[config.mk]
export PLATFORM = sky130hd
export DESIGN_NAME = bcd_rtc_core
export DESIGN_NICKNAME = d
export VERILOG_FILES = /design/src/rtl/rtc_pkg.sv /design/src/rtl/rtc_prescaler.sv /design/src/rtl/rtc_time_chain.sv /design/src/rtl/rtc_date_chain.sv /design/src/rtl/bcd_rtc_core.sv
export SDC_FILE = /design/constraint.sdc
export NUM_CORES = 1
export LEC_CHECK = 0
export BUFFER_PORTS_ARGS = -buffer_cell sky130_fd_sc_hd__buf_4
export CORE_MARGIN = 1.5
export CORE_UTILIZATION = 40
export CTS_BUF_LIST = sky130_fd_sc_hd__clkbuf_2
export CTS_CLUSTER_DIAMETER = 40
export DETAILED_ROUTE_END_ITERATION = 8
export PLACE_DENSITY = 0.63
export SKIP_CTS_REPAIR_TIMING = 1
export SYNTH_ARGS = -nofsm -noshare
export SYNTH_HDL_FRONTEND = slang
export SYNTH_SLANG_ARGS = --single-unit
[constraint.sdc]
create_clock -name clk_i -period 3.79 [get_ports clk_i]
set_clock_uncertainty 0.05 [all_clocks]
set_input_delay 0.758 -clock clk_i [delete_from_list [all_inputs] [get_ports clk_i]]
set_output_delay 0.758 -clock clk_i [all_outputs]
set_load 0.01 [all_outputs]
[src/rtl/rtc_pkg.sv]
package rtc_pkg;
  typedef enum logic [2:0] {
    A_SEC   = 3'd0,
    A_MIN   = 3'd1,
    A_HOUR  = 3'd2,
    A_DOW   = 3'd3,
    A_DATE  = 3'd4,
    A_MONTH = 3'd5,
    A_YEAR  = 3'd6,
    A_NONE  = 3'd7
  } rtc_addr_e;

  localparam int unsigned NUM_FIELDS = 7;

  // year divisible by 4: tens even -> ones 0/4/8, tens odd -> ones 2/6
  function automatic logic leap_year(input logic tens_lsb, input logic [3:0] ones);
    if (tens_lsb) return (ones == 4'd2) || (ones == 4'd6);
    return (ones == 4'd0) || (ones == 4'd4) || (ones == 4'd8);
  endfunction

  function automatic logic [5:0] last_date(input logic [4:0] mon, input logic tens_lsb,
                                           input logic [3:0] ones);
    case (mon)
      5'h02:                      return leap_year(tens_lsb, ones) ? 6'h29 : 6'h28;
      5'h04, 5'h06, 5'h09, 5'h11: return 6'h30;
      default:                    return 6'h31;
    endcase
  endfunction

  function automatic logic [7:0] bcd_inc8(input logic [7:0] v);
    if (v[3:0] == 4'd9) return {v[7:4] + 4'd1, 4'd0};
    return {v[7:4], v[3:0] + 4'd1};
  endfunction
endpackage

[src/rtl/rtc_prescaler.sv]
module rtc_prescaler #(
  parameter int unsigned DIV = 4
) (
  input  logic clk_i,
  input  logic rst_ni,
  input  logic tick_i,
  input  logic clr_i,
  output logic step_o
);
  generate
    if (DIV <= 1) begin : g_direct
      assign step_o = tick_i && !clr_i;
    end else begin : g_count
      localparam int unsigned CW = $clog2(DIV);
      localparam logic [CW-1:0] LAST = CW'(DIV - 1);
      logic [CW-1:0] cnt_q;

      assign step_o = tick_i && !clr_i && (cnt_q == LAST);

      always_ff @(posedge clk_i or negedge rst_ni) begin
        if (!rst_ni)     cnt_q <= '0;
        else if (clr_i)  cnt_q <= '0;
        else if (tick_i) cnt_q <= (cnt_q == LAST) ? '0 : cnt_q + 1'b1;
      end
    end
  endgenerate
endmodule

[src/rtl/rtc_time_chain.sv]
module rtc_time_chain (
  input  logic       clk_i,
  input  logic       rst_ni,
  input  logic       step_i,
  input  logic       wr_sec_i,
  input  logic       wr_min_i,
  input  logic       wr_hour_i,
  input  logic [6:0] wr_data_i,
  output logic [6:0] sec_o,
  output logic [6:0] min_o,
  output logic [6:0] hour_o,
  output logic       day_o
);
  logic [6:0] sec_q, min_q, hour_q;
  logic [6:0] sec_nx, min_nx, hour_nx;
  logic       midnight;
  logic       adv_min, adv_hour;

  always_comb begin
    sec_nx = (sec_q == 7'h59) ? 7'h00 :
             (sec_q[3:0] == 4'd9) ? {sec_q[6:4] + 3'd1, 4'd0} : {sec_q[6:4], sec_q[3:0] + 4'd1};
    min_nx = (min_q == 7'h59) ? 7'h00 :
             (min_q[3:0] == 4'd9) ? {min_q[6:4] + 3'd1, 4'd0} : {min_q[6:4], min_q[3:0] + 4'd1};
    midnight = 1'b0;
    if (hour_q[6]) begin
      if (hour_q[4:0] == 5'h11) begin
        hour_nx  = {1'b1, ~hour_q[5], 5'h12};
        midnight = hour_q[5];
      end else if (hour_q[4:0] == 5'h12) begin
        hour_nx = {hour_q[6:5], 5'h01};
      end else if (hour_q[3:0] == 4'd9) begin
        hour_nx = {hour_q[6:5], 1'b1, 4'd0};
      end else begin
        hour_nx = {hour_q[6:4], hour_q[3:0] + 4'd1};
      end
    end else begin
      if (hour_q[5:0] == 6'h23) begin
        hour_nx  = 7'h00;
        midnight = 1'b1;
      end else if (hour_q[3:0] == 4'd9) begin
        hour_nx = {1'b0, hour_q[5:4] + 2'd1, 4'd0};
      end else begin
        hour_nx = {1'b0, hour_q[5:4], hour_q[3:0] + 4'd1};
      end
    end
  end

  assign adv_min  = step_i && (sec_q == 7'h59);
  assign adv_hour = adv_min && (min_q == 7'h59);
  assign day_o    = adv_hour && midnight;

  always_ff @(posedge clk_i or negedge rst_ni) begin
    if (!rst_ni) begin
      sec_q  <= 7'h00;
      min_q  <= 7'h00;
      hour_q <= 7'h00;
    end else begin
      if (wr_sec_i)      sec_q <= wr_data_i;
      else if (step_i)   sec_q <= sec_nx;
      if (wr_min_i)      min_q <= wr_data_i;
      else if (adv_min)  min_q <= min_nx;
      if (wr_hour_i)     hour_q <= wr_data_i;
      else if (adv_hour) hour_q <= hour_nx;
    end
  end

  assign sec_o  = sec_q;
  assign min_o  = min_q;
  assign hour_o = hour_q;
endmodule

[src/rtl/rtc_date_chain.sv]
module rtc_date_chain
  import rtc_pkg::*;
(
  input  logic       clk_i,
  input  logic       rst_ni,
  input  logic       day_i,
  input  logic       wr_dow_i,
  input  logic       wr_date_i,
  input  logic       wr_month_i,
  input  logic       wr_year_i,
  input  logic [7:0] wr_data_i,
  output logic [2:0] dow_o,
  output logic [5:0] date_o,
  output logic [4:0] month_o,
  output logic       century_o,
  output logic [7:0] year_o
);
  logic [2:0] dow_q;
  logic [5:0] date_q;
  logic [4:0] month_q;
  logic       cent_q;
  logic [7:0] year_q;
  logic       date_last, adv_mon, adv_year;
  logic [5:0] date_nx;
  logic [4:0] month_nx;

  assign date_last = (date_q == last_date(month_q, year_q[4], year_q[3:0]));
  assign adv_mon   = day_i && date_last;
  assign adv_year  = adv_mon && (month_q == 5'h12);

  always_comb begin
    if (date_last)              date_nx = 6'h01;
    else if (date_q[3:0] == 9)  date_nx = {date_q[5:4] + 2'd1, 4'd0};
    else                        date_nx = {date_q[5:4], date_q[3:0] + 4'd1};
    if (month_q == 5'h12)       month_nx = 5'h01;
    else if (month_q[3:0] == 9) month_nx = 5'h10;
    else                        month_nx = {month_q[4], month_q[3:0] + 4'd1};
  end

  always_ff @(posedge clk_i or negedge rst_ni) begin
    if (!rst_ni) begin
      dow_q   <= 3'd1;
      date_q  <= 6'h01;
      month_q <= 5'h01;
      cent_q  <= 1'b0;
      year_q  <= 8'h00;
    end else begin
      if (wr_dow_i)     dow_q <= wr_data_i[2:0];
      else if (day_i)   dow_q <= (dow_q == 3'd7) ? 3'd1 : dow_q + 3'd1;
      if (wr_date_i)    date_q <= wr_data_i[5:0];
      else if (day_i)   date_q <= date_nx;
      if (wr_month_i) begin
        month_q <= wr_data_i[4:0];
        cent_q  <= wr_data_i[7];
      end else if (adv_mon) begin
        month_q <= month_nx;
        if (adv_year && year_q == 8'h99) cent_q <= ~cent_q;
      end
      if (wr_year_i)     year_q <= wr_data_i;
      else if (adv_year) year_q <= (year_q == 8'h99) ? 8'h00 : bcd_inc8(year_q);
    end
  end

  assign dow_o     = dow_q;
  assign date_o    = date_q;
  assign month_o   = month_q;
  assign century_o = cent_q;
  assign year_o    = year_q;
endmodule

[src/rtl/bcd_rtc_core.sv]
module bcd_rtc_core
  import rtc_pkg::*;
#(
  parameter int unsigned TICKS_PER_SEC = 4
) (
  input  logic       clk_i,
  input  logic       rst_ni,
  input  logic       tick_i,
  input  logic       wr_en_i,
  input  logic [2:0] wr_addr_i,
  input  logic [7:0] wr_data_i,
  input  logic [2:0] rd_addr_i,
  output logic [7:0] rd_data_o,
  output logic       sec_step_o
);
  logic [NUM_FIELDS-1:0] wr_sel;
  logic [6:0] sec_w, min_w, hour_w;
  logic [2:0] dow_w;
  logic [5:0] date_w;
  logic [4:0] mon_w;
  logic       cent_w;
  logic [7:0] year_w;
  logic       day_w;

  for (genvar gi = 0; gi < NUM_FIELDS; gi++) begin : g_wsel
    assign wr_sel[gi] = wr_en_i && (wr_addr_i == 3'(gi));
  end

  rtc_prescaler #(.DIV(TICKS_PER_SEC)) i_presc (
    .clk_i  (clk_i),
    .rst_ni (rst_ni),
    .tick_i (tick_i),
    .clr_i  (wr_sel[A_SEC]),
    .step_o (sec_step_o)
  );

  rtc_time_chain i_time (
    .clk_i     (clk_i),
    .rst_ni    (rst_ni),
    .step_i    (sec_step_o),
    .wr_sec_i  (wr_sel[A_SEC]),
    .wr_min_i  (wr_sel[A_MIN]),
    .wr_hour_i (wr_sel[A_HOUR]),
    .wr_data_i (wr_data_i[6:0]),
    .sec_o     (sec_w),
    .min_o     (min_w),
    .hour_o    (hour_w),
    .day_o     (day_w)
  );

  rtc_date_chain i_date (
    .clk_i      (clk_i),
    .rst_ni     (rst_ni),
    .day_i      (day_w),
    .wr_dow_i   (wr_sel[A_DOW]),
    .wr_date_i  (wr_sel[A_DATE]),
    .wr_month_i (wr_sel[A_MONTH]),
    .wr_year_i  (wr_sel[A_YEAR]),
    .wr_data_i  (wr_data_i),
    .dow_o      (dow_w),
    .date_o     (date_w),
    .month_o    (mon_w),
    .century_o  (cent_w),
    .year_o     (year_w)
  );

  always_comb begin
    case (rtc_addr_e'(rd_addr_i))
      A_SEC:   rd_data_o = {1'b0, sec_w};
      A_MIN:   rd_data_o = {1'b0, min_w};
      A_HOUR:  rd_data_o = {1'b0, hour_w};
      A_DOW:   rd_data_o = {5'b0, dow_w};
      A_DATE:  rd_data_o = {2'b0, date_w};
      A_MONTH: rd_data_o = {cent_w, 2'b0, mon_w};
      A_YEAR:  rd_data_o = year_w;
      default: rd_data_o = 8'h00;
    endcase
  end
endmodule

==> flow_metrics.tcl <==
set metrics [dict create \
    crit_path_max_fanout 13 \
    yosys_warnings 0 \
    cellPowerDensity_nw_per_um2 391 \
    setup_ws_ns 0.634 \
    antenna_cells 0 \
    place_ws_ns 0.503 \
    r2r-start "i_time.sec_o[0]" \
    syn_avg_cell_area_um2 8.29 \
    gp_congestion 0.836 \
    fillCellCount 875 \
    wire_per_inst_um 18.2 \
    regToRegEndpoint "i_date.century_o" \
    postRouteWirelength_um 10200 \
    syn_to_final_growth_pct 7.14 \
    stdcell_count 559 \
    finalNetCount 484 \
    worstSetupPathType "reg2reg" \
    insertion_delay_ns 0.43 \
    cts_root_buf "clkbuf_2" \
    clock_path_buffers 2 \
    drv_slew 0 \
    drc_errors 0 \
    yosys.area.top_type "dfrtp_1" \
    fmax_mhz 317 \
    via_per_inst 6.11 \
    initial_core_util_pct 41.6 \
    grt_max_degree 47 \
    finalHoldViolCount 0 \
    drtPass1Iterations 7 \
    core_um2 8810 \
    max_slew_margin_pct 54.9 \
    vias 3416 \
    ys_types 71 \
    antenna_found_initial 0 \
    grt_pass1_vias 3225 \
    ys_seq_area_share_pct 31.5 \
    ir_worst_vdd_mv 0.253 \
    finalPower_uw 1540 \
    syn-num-nets 476 \
    end_kind "flop" \
    grt_usage_pct 22.1 \
    tns_ns 0 \
    cts_tree "built" \
    cts_inserted_buffers 5 \
    worstMarginPinSlew_ns 0.675 \
    netlist.area_leader.share_pct 29.4 \
    ant_nets 0 \
    port_buffers 26 \
    path_clk_slew_ns 0.25 \
    htree_num_levels 2 \
    finalSetupViolations 0 \
    netlist_area_um2 3660 \
    p_leak_uw 0.00155 \
    gr-total-overflow 0 \
    syn_inst 442 \
    synthTopCellsByArea "dfrtp_1 29%, nand2_1 5.9%, ha_1 5.5%" \
    timing.final.crit_share_pct 83.3 \
    arrival_ns 3.49 \
    rsz0062_at_grt "no" \
    synthTopCellsByCount "58 x nand2_1, 44 x nor2_1, 43 x dfrtp_1" \
    die-area_um2 9740 \
    hold_path_class "in2async" \
    ys_seq_elements 46 \
    r2r_setup_slack_ns 0.63 \
    die_width_um 98.7 \
    dp_hpwl_um 7390 \
    pin_count 27 \
    num_rows 34 \
    status "complete, no violations" \
    yosysMostFrequentCell "nand2_1" \
    layout-drive-gt1-share_pct 15.3 \
    grt_pass1_wl_um 17000 \
    drt_iter0_drc 231 \
    fp.dieH_um 98.7 \
    synth_ff_type "dfrtp_1" \
    drv_cap 0 \
    final_util_pct 44.6 \
    worst_ep_required_time_ns 4.12 \
    min_period_ns 3.16 \
    synth-edff-count 0 \
    place_inst 551 \
    async_flop_share_pct 100 \
    cp-start-kind "flop" \
    reg2reg_depth 7 \
    clock_sinks 46 \
]
==> critical path, stage by stage, from the launching register on <==
cell and delay (ns):
dfrtp_1 0.54, ha_1 0.21, nand3b_1 0.20, or4_4 0.66
a2111oi_4 0.24, nand4_1 0.39, or4_1 0.61, a31oi_1 0.20
==> layer usage <==
layer,wire length (µm),GRT usage [%],vias to the layer above
met4,176,7.14,0
met5,0,0,-
met2,4880,35.5,92
li1,-,-,1646
met3,536,3.05,11
met1,4600,30.7,1667
==> per-stage QoR <==
step	instance area (µm²)	hold slack, ns
3_5_place_dp	3890	0.489
3_3_place_gp	3890	0.458
2_1_floorplan	3660	0.412
4_1_cts	3930	0.264
5_1_grt	3930	0.244
6_report	3930	0.239
==> worst max path at each step <==
stage,to,cells after the start,start,slack (ns)
final,i_date.century_o,7,i_time.sec_o[0],0.63
after global routing,i_date.century_o,7,i_time.sec_o[0],0.44
after CTS,i_date.century_o,7,i_time.sec_o[0],0.67
after detailed placement,i_date.century_o,7,wr_en_i,0.50
after global placement,i_date.century_o,7,wr_en_i,0.58
after floorplan,i_date.year_o[5],8,wr_addr_i[1],0.94
==> kinds of logic after synthesis <==
group | share of synthesized area (%)
flops | 31.5
mux | 5.46
xor+xnor | 1.91
fa+ha+maj | 5.46
simple gates | 26.9
compound gates | 23.3
buf+inv | 5.46
==> report_power, final <==
part	internal [µW]	total [µW]	switching [µW]
Sequential	607	809	202
Combinational	249	509	261
Clock	45.3	217	172
==> cells in the final DEF, fill, tap and decap left out, types with 4 or more instances in the layout <==
cell / count
o211ai_1: 5
nand4b_1: 4
buf_4: 30
nand3b_1: 4
nor2_1: 44
mux2i_1: 11
xnor2_1: 5
inv_1: 15
mux2_2: 6
ha_1: 16
or3_1: 5
a22oi_1: 9
nor3_1: 6
a21oi_1: 22
a31oi_1: 16
nor4_1: 4
or4_1: 6
nand2_1: 58
o21ai_0: 36
nand4_1: 4
dfrtp_1: 43
nor2b_1: 8
clkbuf_2: 6
nand3_1: 15
==> area by class of cell <==
cell class | count | area [µm²] | share of cell area (%)
clock inverter | 2 | 8.76 | 0.223
sequential | 46 | 1150 | 29.4
inverter | 15 | 56.3 | 1.43
tap | 108 | 135 | 3.44
clock buffer | 6 | 30.0 | 0.765
timing repair buffer | 30 | 225 | 5.74
multi-input combinational | 352 | 2320 | 59.0
==> registers in the layout, summed over array words and instances (netlist names) <==
signal,cells
i_date.year_o,8
i_time.sec_o,7
i_time.min_o,7
i_presc.g_count.cnt_q,2
i_time.hour_o,7
i_date.month_o,5
i_date.dow_o,3
i_date.century_o,1
i_date.date_o,6
No activity file was read; power rests on OpenSTA's default activity.
